--- config.mk ---
export PLATFORM = sky130hd
export DESIGN_NAME = lvlsplit_top
export DESIGN_NICKNAME = d
export VERILOG_FILES = /design/src/rtl/lvlsplit_pkg.sv /design/src/rtl/lvlsplit_ctrl.sv /design/src/rtl/lvlsplit_dp.sv /design/src/rtl/lvlsplit_top.sv
export SDC_FILE = /design/constraint.sdc
export NUM_CORES = 1
export LEC_CHECK = 0
export ABC_AREA = 1
export BUFFER_PORTS_ARGS = -buffer_cell sky130_fd_sc_hd__buf_2
export CAP_MARGIN = 10
export CELL_PAD_IN_SITES_DETAIL_PLACEMENT = 1
export CELL_PAD_IN_SITES_GLOBAL_PLACEMENT = 1
export CORE_MARGIN = 4
export CORE_UTILIZATION = 42
export CTS_BUF_LIST = sky130_fd_sc_hd__clkbuf_16
export DETAILED_ROUTE_END_ITERATION = 8
export PLACE_DENSITY = 0.82
export SYNTH_ARGS = -nofsm -noshare
export SYNTH_HDL_FRONTEND = slang
export SYNTH_SLANG_ARGS = --single-unit
--- constraint.sdc ---
create_clock -name clk -period 5.25 [get_ports clk]
set_input_delay 1.05 -clock clk [delete_from_list [all_inputs] [get_ports clk]]
set_output_delay 1.05 -clock clk [all_outputs]
set_load 0.005 [all_outputs]
--- src/rtl/lvlsplit_pkg.sv ---
package lvlsplit_pkg;
  localparam int LVLS  = 3;            // coding levels
  localparam int SLOTS = 2 * LVLS + 1; // higher pass, lower pass, robust stream
  localparam int SW    = $clog2(SLOTS + 1);

  localparam logic [SW-1:0] NO_SLOT  = SW'(SLOTS);
  localparam logic [SW-1:0] VSP_SLOT = SW'(SLOTS - 1);
  localparam logic [SW-1:0] LO_BASE  = SW'(LVLS);

  // strobes from control to datapath
  typedef struct packed {
    logic          load;
    logic          take;
    logic          fromVsp;
    logic          clrCnt;
    logic          done;
    logic          overrun;
    logic [SW-1:0] slot;
  } stb_t;

  // lowest enabled slot at or above 'from', NO_SLOT when none
  function automatic logic [SW-1:0] nextSlot(input logic [SLOTS-1:0] mask,
                                             input logic [SW:0]      from);
    logic [SW-1:0] r;
    r = NO_SLOT;
    for (int i = SLOTS - 1; i >= 0; i--) begin
      if (mask[i] && (i >= int'(from))) r = SW'(i);
    end
    return r;
  endfunction
endpackage

--- src/rtl/lvlsplit_ctrl.sv ---
module lvlsplit_ctrl
  import lvlsplit_pkg::*;
(
  input  logic             clk,
  input  logic             rstN,
  input  logic             frameStart,
  input  logic             inValid,
  input  logic             vspValid,
  input  logic [SLOTS-1:0] maskNext,
  input  logic [SLOTS-1:0] mask,
  input  logic             lastBit,
  output stb_t             stb
);
  logic          active, activeN;
  logic [SW-1:0] curSlot, slotN;
  logic [SW-1:0] firstS, candS;

  always_comb begin
    firstS = nextSlot(maskNext, '0);
    candS  = nextSlot(mask, {1'b0, curSlot} + 1'b1);
  end

  always_comb begin
    stb         = '0;
    stb.slot    = curSlot;
    stb.fromVsp = (curSlot == VSP_SLOT);
    stb.take    = active && (stb.fromVsp ? vspValid : inValid);
    stb.overrun = !active && (inValid || vspValid);
    stb.load    = !active && frameStart;
    activeN     = active;
    slotN       = curSlot;
    if (stb.load) begin
      stb.clrCnt = 1'b1;
      slotN      = firstS;
      activeN    = (firstS != NO_SLOT);
      stb.done   = (firstS == NO_SLOT);
    end else if (stb.take && lastBit) begin
      stb.clrCnt = 1'b1;
      slotN      = candS;
      activeN    = (candS != NO_SLOT);
      stb.done   = (candS == NO_SLOT);
    end
  end

  always_ff @(posedge clk) begin
    if (!rstN) begin
      active  <= 1'b0;
      curSlot <= NO_SLOT;
    end else begin
      active  <= activeN;
      curSlot <= slotN;
    end
  end

  AST_SLOT_ORDER: assert property (@(posedge clk) disable iff (!rstN)
    active && $past(active) |-> curSlot >= $past(curSlot));

  AST_BUSY_IGNORES_START: assert property (@(posedge clk) disable iff (!rstN)
    active && frameStart && !lastBit |=> active && curSlot == $past(curSlot));

  AST_IDLE_HAS_NO_SLOT: assert property (@(posedge clk) disable iff (!rstN)
    !active |-> stb.slot == NO_SLOT);
endmodule

--- src/rtl/lvlsplit_dp.sv ---
module lvlsplit_dp
  import lvlsplit_pkg::*;
#(
  parameter int CW = 16
) (
  input  logic              clk,
  input  logic              rstN,
  input  stb_t              stb,
  input  logic              hierIn,
  input  logic [1:0]        numLvlIn,
  input  logic [LVLS*CW-1:0] hiIn,
  input  logic [LVLS*CW-1:0] loIn,
  input  logic              inBit,
  input  logic              vspBit,
  output logic [SLOTS-1:0]  maskNext,
  output logic [SLOTS-1:0]  mask,
  output logic              lastBit,
  output logic              outBit,
  output logic              outValid,
  output logic [1:0]        outLevel,
  output logic              frameDone,
  output logic              overrun
);
  logic [CW-1:0] hiR [LVLS];
  logic [CW-1:0] loR [LVLS];
  logic          hierR;
  logic [CW-1:0] bitCnt, curLen;
  logic [1:0]    lvlNow;
  logic [LVLS-1:0] hiOn, loOn;
  logic          vspOn;

  // slot enables for the incoming configuration
  for (genvar p = 0; p < LVLS; p++) begin : g_en
    localparam logic [1:0] LV = 2'(p);
    logic inUse;
    assign inUse   = hierIn ? (p != 0) : (LV < numLvlIn);
    assign hiOn[p] = inUse && (hiIn[p*CW +: CW] != '0);
    assign loOn[p] = inUse && (loIn[p*CW +: CW] != '0);
  end
  assign vspOn    = hierIn && (loIn[0 +: CW] != '0);
  assign maskNext = {vspOn, loOn, hiOn};

  always_ff @(posedge clk) begin
    if (!rstN) begin
      mask  <= '0;
      hierR <= 1'b0;
      for (int p = 0; p < LVLS; p++) begin
        hiR[p] <= '0;
        loR[p] <= '0;
      end
    end else if (stb.load) begin
      mask  <= maskNext;
      hierR <= hierIn;
      for (int p = 0; p < LVLS; p++) begin
        hiR[p] <= hiIn[p*CW +: CW];
        loR[p] <= loIn[p*CW +: CW];
      end
    end
  end

  // quota and level of the current slot
  always_comb begin
    curLen = '0;
    lvlNow = '0;
    if (stb.slot < LO_BASE) begin
      lvlNow = stb.slot[1:0];
      curLen = hiR[lvlNow];
    end else if (stb.slot < VSP_SLOT) begin
      lvlNow = 2'(stb.slot - LO_BASE);
      curLen = loR[lvlNow];
    end else if (stb.slot == VSP_SLOT) begin
      curLen = loR[0];
    end
  end

  always_ff @(posedge clk) begin
    if (!rstN)           bitCnt <= '0;
    else if (stb.clrCnt) bitCnt <= '0;
    else if (stb.take)   bitCnt <= bitCnt + 1'b1;
  end
  assign lastBit = (bitCnt == curLen - 1'b1);

  always_ff @(posedge clk) begin
    if (!rstN) begin
      outBit    <= 1'b0;
      outValid  <= 1'b0;
      outLevel  <= '0;
      frameDone <= 1'b0;
      overrun   <= 1'b0;
    end else begin
      outBit    <= stb.fromVsp ? vspBit : inBit;
      outValid  <= stb.take;
      outLevel  <= lvlNow;
      frameDone <= stb.done;
      overrun   <= stb.overrun;
    end
  end

  logic [SLOTS:0] maskExt;
  assign maskExt = {1'b0, mask};

  AST_TAKE_ENABLED: assert property (@(posedge clk) disable iff (!rstN)
    stb.take |-> maskExt[stb.slot]);

  AST_NO_OVERFLOW: assert property (@(posedge clk) disable iff (!rstN)
    stb.take |-> bitCnt < curLen);

  AST_HIER_MAIN_OFF_L0: assert property (@(posedge clk) disable iff (!rstN)
    stb.take && hierR && !stb.fromVsp |-> lvlNow != 2'd0);

  AST_OVERRUN_NO_OUT: assert property (@(posedge clk) disable iff (!rstN)
    overrun |-> !outValid);
endmodule

--- src/rtl/lvlsplit_top.sv ---
module lvlsplit_top
  import lvlsplit_pkg::*;
#(
  parameter int CW = 16
) (
  input  logic               clk,
  input  logic               rstN,
  input  logic               frameStart,
  input  logic               hierMode,
  input  logic [1:0]         numLevels,
  input  logic [LVLS*CW-1:0] hiCounts,
  input  logic [LVLS*CW-1:0] loCounts,
  input  logic               inBit,
  input  logic               inValid,
  input  logic               vspBit,
  input  logic               vspValid,
  output logic               outBit,
  output logic               outValid,
  output logic [1:0]         outLevel,
  output logic               frameDone,
  output logic               overrun
);
  stb_t             stb;
  logic [SLOTS-1:0] maskNext, mask;
  logic             lastBit;

  lvlsplit_ctrl u_ctrl (
    .clk(clk), .rstN(rstN), .frameStart(frameStart),
    .inValid(inValid), .vspValid(vspValid),
    .maskNext(maskNext), .mask(mask), .lastBit(lastBit), .stb(stb)
  );

  lvlsplit_dp #(.CW(CW)) u_dp (
    .clk(clk), .rstN(rstN), .stb(stb),
    .hierIn(hierMode), .numLvlIn(numLevels), .hiIn(hiCounts), .loIn(loCounts),
    .inBit(inBit), .vspBit(vspBit),
    .maskNext(maskNext), .mask(mask), .lastBit(lastBit),
    .outBit(outBit), .outValid(outValid), .outLevel(outLevel),
    .frameDone(frameDone), .overrun(overrun)
  );
endmodule

Yosys cells after proc, flatten, opt, wreduce, memory -nomap -nowiden
Memories as Yosys holds them, arrays and structs flattened. A register that Yosys moved wholly into a read port is not among the register bits.
Cells that the tools add are included.
{"block": "classes", "n_lt_le_gt_ge": 12, "mux": 42, "add_sub_neg": 4, "eq_ne": 6, "bitwise_logic": 7, "reduce_logical": 28}
{"cell": "16-bit 2-to-1 mux", "n": 9}
{"cell": "16-bit nonzero test", "n": 6}
{"cell": "3-bit 2-to-1 mux", "n": 12}
{"cell": "1-bit logical AND", "n": 18}
{"cell": "16-bit by 1-bit adder with 16-bit output (second input constant)", "n": 1}
{"cell": "16-bit equality test", "n": 1}
{"cell": "2-bit 2-to-1 mux", "n": 8}
{"cell": "16-bit by 1-bit subtractor with 16-bit output (second input constant)", "n": 1}
{"cell": "1-bit 2-to-1 mux", "n": 13}
{"cell": "3-bit by 4-bit >= comparator with 1-bit output (first input constant)", "n": 3}
{"cell": "3-bit equality test (second input constant)", "n": 3}
{"cell": "1-bit by 4-bit >= comparator with 1-bit output (first input constant)", "n": 2}
{"cell": "2-bit by 4-bit >= comparator with 1-bit output (first input constant)", "n": 2}
{"cell": "3-bit != test (second input constant)", "n": 2}
{"cell": "1-bit bitwise OR", "n": 6}
{"cell": "3-bit by 1-bit adder with 4-bit output (second input constant)", "n": 1}
{"cell": "1-bit by 2-bit less-than comparator with 1-bit output (first input constant)", "n": 2}
{"cell": "3-bit by 2-bit less-than comparator with 1-bit output (second input constant)", "n": 1}
{"cell": "3-bit less-than comparator (second input constant)", "n": 1}
{"cell": "2-bit less-than comparator (first input constant)", "n": 1}
{"cell": "2-bit nonzero test", "n": 1}
{"cell": "2-bit OR reduction", "n": 1}
{"cell": "2-bit subtractor (second input constant)", "n": 1}
{"cell": "1-bit logical NOT", "n": 1}
{"cell": "2 further kinds", "n": 2}
{"block": "word_totals", "memories": 2, "word_cells": 110, "mem_bits_rw": 96, "ff_bits": 33, "input_bits": 106, "out_inout_bits": 6}
{"memory": "u_dp.hiR", "depth": 3, "word_bits": 16, "rd": 1, "rd_ports_with_merged_regs": 1, "write_ports": 3, "line_no": "lvlsplit_dp.sv:24", "source": "logic [CW-1:0] hiR [LVLS];"}
{"memory": "u_dp.loR", "depth": 3, "word_bits": 16, "rd": 2, "rd_ports_with_merged_regs": 0, "write_ports": 3, "line_no": "lvlsplit_dp.sv:25", "source": "logic [CW-1:0] loR [LVLS];"}

Longest topological paths before layout
{"block": "depth", "depth_word": 14, "depth_mapped": 26, "ltp_nobuf": 24}

Cells and area by module
Synthesis repeated with hierarchy kept, for this count alone.
{"block": "hier_totals", "cells_unflattened": 968, "area_unflattened_um2": 7295.7}
{"module": "lvlsplit_dp", "cells_each": 873, "n_inst": 1, "seq_area_each_um2": 3463.3, "area_per_inst_um2": 6690.2}
{"module": "lvlsplit_ctrl", "cells_each": 95, "n_inst": 1, "seq_area_each_um2": 80.1, "area_per_inst_um2": 605.6}

Worst setup path before layout
Ideal clock, no wire load.
{"block": "synth_path", "path_type": "input-to-reg", "startpoint": "input port frameStart", "endpoint": "memory u_dp.hiR[0][0] (enable)", "setup_time_ns": 0.910, "path_buffers": 1, "slack_ns": 1.161, "required_ns": 4.340, "stages": 3, "t_arrival_ns": 3.179, "path_cell_list": "nand2_1 -> clkbuf_1 -> nand2_1"}
{"item": "start, declared", "line_no": "lvlsplit_top.sv:8", "source": "input logic frameStart,"}
{"item": "end, declared", "line_no": "lvlsplit_dp.sv:24"}

Worst setup path after layout
{"block": "layout_path", "startpoint": "register u_ctrl.curSlot[1]", "endpoint": "register u_dp.bitCnt[2]"}
{"block": "layout_via", "elab_chain_cells": 10, "elab_cells_between_ends": 16, "classes_between": "add/sub (2); order compare (2); eq/ne (2); mux (6); reduce/logical (3); memory (1)"}
{"item": "start, declared", "line_no": "lvlsplit_ctrl.sv:15", "source": "logic [SW-1:0] curSlot, slotN;"}
{"item": "start signal, assigned", "line_no": "lvlsplit_ctrl.sv:51", "source": "curSlot <= slotN;"}
{"item": "2-bit subtractor / 3-bit equality test (equally long branches)", "line_no": "lvlsplit_dp.sv:69, lvlsplit_ctrl.sv:26, lvlsplit_dp.sv:71"}
{"item": "memory 3 x 16 bit / 16-bit 2-to-1 mux (equally long branches)"}
{"item": "16-bit 2-to-1 mux", "line_no": "lvlsplit_dp.sv:68", "source": "end else if (stb.slot < VSP_SLOT) begin"}
{"item": "16-bit 2-to-1 mux", "line_no": "lvlsplit_dp.sv:65", "source": "if (stb.slot < LO_BASE) begin"}
{"item": "16-bit by 1-bit subtractor with 16-bit output", "line_no": "lvlsplit_dp.sv:81", "source": "assign lastBit = (bitCnt == curLen - 1'b1);"}
{"item": "16-bit equality test", "line_no": "lvlsplit_dp.sv:81"}
{"item": "1-bit logical AND", "line_no": "lvlsplit_ctrl.sv:37", "source": "end else if (stb.take && lastBit) begin"}
{"item": "2-bit 2-to-1 mux", "line_no": "lvlsplit_ctrl.sv:37"}
{"item": "2-bit 2-to-1 mux", "line_no": "lvlsplit_ctrl.sv:32", "source": "if (stb.load) begin"}
{"item": "2-bit OR reduction (no source line)"}
{"item": "end signal, assigned", "line_no": "lvlsplit_dp.sv:79", "source": "else if (stb.take) bitCnt <= bitCnt + 1'b1;"}
{"item": "end, declared", "line_no": "lvlsplit_dp.sv:27", "source": "logic [CW-1:0] bitCnt, curLen;"}
Parallel ways exist; a longest one is shown, timed or not.
A chain may end at the register's enable or synchronous reset.

==> results.md <==
- Clk slew on worst S/H paths: 0.06 ns
- Via count of the first global-routing pass: 6794
- Critical path's largest stage delay: 0.57 ns
- Overall die width: about 140 um
- FFs w/ async S/R, synth: 0%
- Synth Warn #: 0
- Classification of the worst-slack hold path: reg2reg
- Worst-case headroom to the max-slew limit: 28.80%
- Detailed Route WL: between 20000 and 25000 um
- Synth top area cells: sky130_fd_sc_hd__edfxtp_1 38%, sky130_fd_sc_hd__nand2_1 12%, sky130_fd_sc_hd__dfxtp_1 9.3%, sky130_fd_sc_hd__nor2_1 8.3%, sky130_fd_sc_hd__inv_1 7.5%
- Library cell with the largest summed area after synthesis: sky130_fd_sc_hd__edfxtp_1
- Time the worst path needs with I/O delays and setup: approximately 4.0 ns
- Root cell of the clock tree: sky130_fd_sc_hd__clkbuf_16
- Net count after synthesis: about 1100
- Share of synthesized area occupied by flip-flops and latches: 47.59%
- Clock tree from TritonCTS: built
- Peak ir drop on the vdd network: about 0.24 mV
- Cell chain of the critical path: inv_1 -> ha_1 -> inv_2 -> nand3_1 -> nand2_1 -> nand2_1 -> a21boi_1 -> ha_1 -> nand3_1 -> nor2_2 -> nand2_1 -> nand3_1 -> nand2_1 -> nor2_1 -> nand3_2 -> nor2_2 -> nand3_4 -> nand3_4 -> nor3_1
- Highest attainable clock frequency: roughly 250 MHz
- Flops & latches, synth: between 100 and 150
- CORE AREA: around 0.017 sq mm
- Number of remaining DRC errors: 0
- Layout Skew: around 0.0084 ns
- Top-area cell type share of the netlist area: 38.29%
- Global routing usage summed across all routing layers: 22.44%
- Layout area overhead: 17.02%
- Vias per cell: between 5 and 6
- Setup violations, final: 0
- Boundary pin count: 112
- Fraction of final layout cells sized beyond drive strength 1: 17.21%
- Clk_lat worst skew: 0.43 ns
- Static Leak: 4.226 nW
- Worst path top cell family by delay: simple AND/OR/NAND/NOR gates
- Final-report max-slew violation count: 0
- Startpoint type of the worst setup path: flop
- Fillers: 2206
- Most common cell type on the critical path: sky130_fd_sc_hd__nand2_1
- Global route total overflow: 0
- Area enclosed by the die boundary: between 0.02 and 0.025 sq mm
- Number of CTS-inserted buffers: 17
- Number of max-capacitance violations reported: 0
- Least-Margin Pin Slew: 1.068 ns
- Floorplan row count: 48
- Post-route worst setup slack: 1.210 ns
- Top_reg_cell synth: sky130_fd_sc_hd__edfxtp_1
- Antenna diode instance count: 0
- EDFF count, synth: 96
- Total buffers and inverters traversed by the critical path: 2
- Number of antenna violations at the first check in global routing: 0
- Vias after detailed routing: 6739
- Post-cts gate resize count: 0
- Endpoint type of the worst setup path: flop
- Setup TNS: 0 ns
- Setup repair bufs after CTS: 0
- CTS sink cnt: between 100 and 150
- Final worst path period share: 76.95%
- Crit-path slowest cell: sky130_fd_sc_hd__dfxtp_1
- Netlist area before placement: 0.007530 sq mm
- Post-route ant nets: 0
- Count of buffers from port buffering: 111
- Post-synthesis area per instance: 7.660 sq um
- Global-route wire length before repair: about 35000 um
- Count of cells along the worst register-to-register path: 19
- Die Ht: around 140 um
- Routed length per placed instance: 16.79 um
- Largest net degree at the start of global routing: 104
- Initial Utilization: 43.23%
- Placement Setup Slack: 1.360 ns
- Iteration count of the initial detailed-routing pass: 5
- Maximum buffer depth of the clock tree: 2
- Arrival time reported for the critical path endpoint: 4.33 ns
- Post-synthesis cell type count: 45
- Startpoint-to-endpoint class of the critical path: reg2reg
- Outcome: finished clean
- Path length in cells of the critical path: 19
- Total power divided by cell area: 377.6 mW/mm^2
- Total of hold buffers inserted after clock tree synthesis: 0
- Gate Count Post-Synth: slightly below 1000
- Number of nets in the layout: 1200
- Hold violation count in the final report: 0
- H-tree Lvls: 4
- Number of cells on the worst hold path: 2
- Req. time, crit path: 5.54 ns
- Post-DP HPWL: 16580 um
- RSZ-0062 raised after global routing: false
- Final Wtd Congestion: 0.9326
- Critical path fanouts, max: 33
- Initial detailed-routing violation count: 447
==> cell families after synthesis <==
| logic type | count (synthesis) | synth area share (%) |
|---|---|---|
| adders and majority gates | 8 | 1.329 |
| AOI/OAI and AO/OA | 58 | 4.769 |
| and+or+nand+nor | 572 | 33.13 |
| xor gates and xnor gates | 22 | 2.742 |
| buffers and inverters | 192 | 10.44 |
| DFF | 131 | 47.59 |
==> worst reg2reg max path, delay by kind of cell, from the launching register on <==
kind,cells,cell delay [ns]
simple gates,14,1.91
fa+ha+maj,2,0.63
flops,1,0.57
buf+inv,2,0.61
compound gates,1,0.19
==> per-stage QoR <==
step / hold WS [ns] / util, % / std cells / power [mW] / instance area, sq um
2_1_floorplan: 0.4447 / - / 983 / 1.896 / 7530
3_3_place_gp: 0.4683 / 47.27 / 1292 / 2.119 / 8233
3_5_place_dp: 0.4720 / 47.27 / 1292 / 2.143 / 8233
4_1_cts: 0.4864 / 50.59 / 1323 / 3.341 / 8811
5_1_grt: 0.5128 / 50.59 / 1323 / 3.504 / 8811
6_report: 0.4816 / 50.59 / 1323 / 3.327 / 8811
==> report_power, final <==
| part | switching, mW | internal, mW |
|---|---|---|
| sequential | 0.0425 | 1.21 |
| combinational | 0.615 | 0.272 |
| clock | 0.486 | 0.702 |
==> path summary, 6_finish.rpt <==
kind	endpoint	slack, ns	from
worst max-delay path	u_dp.bitCnt[2]	1.21	u_ctrl.curSlot[1]
worst min-delay path	u_dp.mask[4]	0.48	u_dp.mask[4]
worst max register to register	u_dp.bitCnt[2]	1.21	u_ctrl.curSlot[1]
worst min register to register	u_dp.mask[4]	0.48	u_dp.mask[4]
==> final cells by class <==
type	count	area (sq um)	area share (%)
clock buffers	17	425.4	4.828
well taps	225	281.5	3.195
clock inverters	14	152.6	1.732
repair buffers	115	585.6	6.646
inverters	161	606.8	6.887
flip-flops and latches	131	3583	40.67
multi-input cells	660	3176	36.04
==> placed cells by master, fill, tap and decap left out, types with 17 or more instances in the layout <==
master,count
sky130_fd_sc_hd__buf_2,111
sky130_fd_sc_hd__clkbuf_16,17
sky130_fd_sc_hd__dfxtp_1,35
sky130_fd_sc_hd__edfxtp_1,96
sky130_fd_sc_hd__inv_1,151
sky130_fd_sc_hd__nand2_1,241
sky130_fd_sc_hd__nand3_1,74
sky130_fd_sc_hd__nand4_1,23
sky130_fd_sc_hd__nor2_1,167
sky130_fd_sc_hd__nor2_2,20
sky130_fd_sc_hd__o21ai_0,20
sky130_fd_sc_hd__xor2_1,18
==> registers in the layout (all words and copies together), names as in the netlist, named ones only <==
| register | flops |
|---|---|
| u_dp.hiR | 48 |
| u_dp.loR | 48 |
| u_dp.bitCnt | 16 |
| u_dp.mask | 7 |
| u_ctrl.curSlot | 3 |
| u_dp.outLevel | 2 |
| u_ctrl.active | 1 |
| u_dp.frameDone | 1 |
| u_dp.outBit | 1 |
| u_dp.outValid | 1 |
| u_dp.overrun | 1 |
==> layer usage <==
layer | track usage, % | vias to the layer above | share of wire, %
li1 | - | 3341 | -
met1 | 30.23 | 3198 | 45
met2 | 37.27 | 169 | 48
met3 | 3.370 | 31 | 4.6
met4 | 7.273 | 0 | 1.7
met5 | 0 | - | 0
==> cell usage after synthesis (2+ instances only) <==
master                     count
sky130_fd_sc_hd__nand3_1      74
sky130_fd_sc_hd__xnor2_1       3
sky130_fd_sc_hd__nand2_4       2
sky130_fd_sc_hd__nand3b_1      4
sky130_fd_sc_hd__ha_1          8
sky130_fd_sc_hd__o22ai_1       3
sky130_fd_sc_hd__o21ai_0      20
sky130_fd_sc_hd__nand2_2       5
sky130_fd_sc_hd__nor2_4        2
sky130_fd_sc_hd__nand2_1     243
sky130_fd_sc_hd__xor2_1       18
sky130_fd_sc_hd__nor2_1      167
sky130_fd_sc_hd__edfxtp_1     96
sky130_fd_sc_hd__and3_1        3
sky130_fd_sc_hd__clkbuf_1     16
sky130_fd_sc_hd__inv_2         7
sky130_fd_sc_hd__a21oi_1      11
sky130_fd_sc_hd__o211ai_1     13
sky130_fd_sc_hd__inv_1       151
sky130_fd_sc_hd__dfxtp_1      35
sky130_fd_sc_hd__buf_6         5
sky130_fd_sc_hd__o21bai_1      2
sky130_fd_sc_hd__nor3_1       14
sky130_fd_sc_hd__o41ai_1       3
sky130_fd_sc_hd__buf_2         8
sky130_fd_sc_hd__clkinv_1      2
sky130_fd_sc_hd__nor2_2       20
sky130_fd_sc_hd__nand4_1      23
sky130_fd_sc_hd__nand3_4       2
sky130_fd_sc_hd__nor4_1        8
Power figures use the tool's default switching activity.
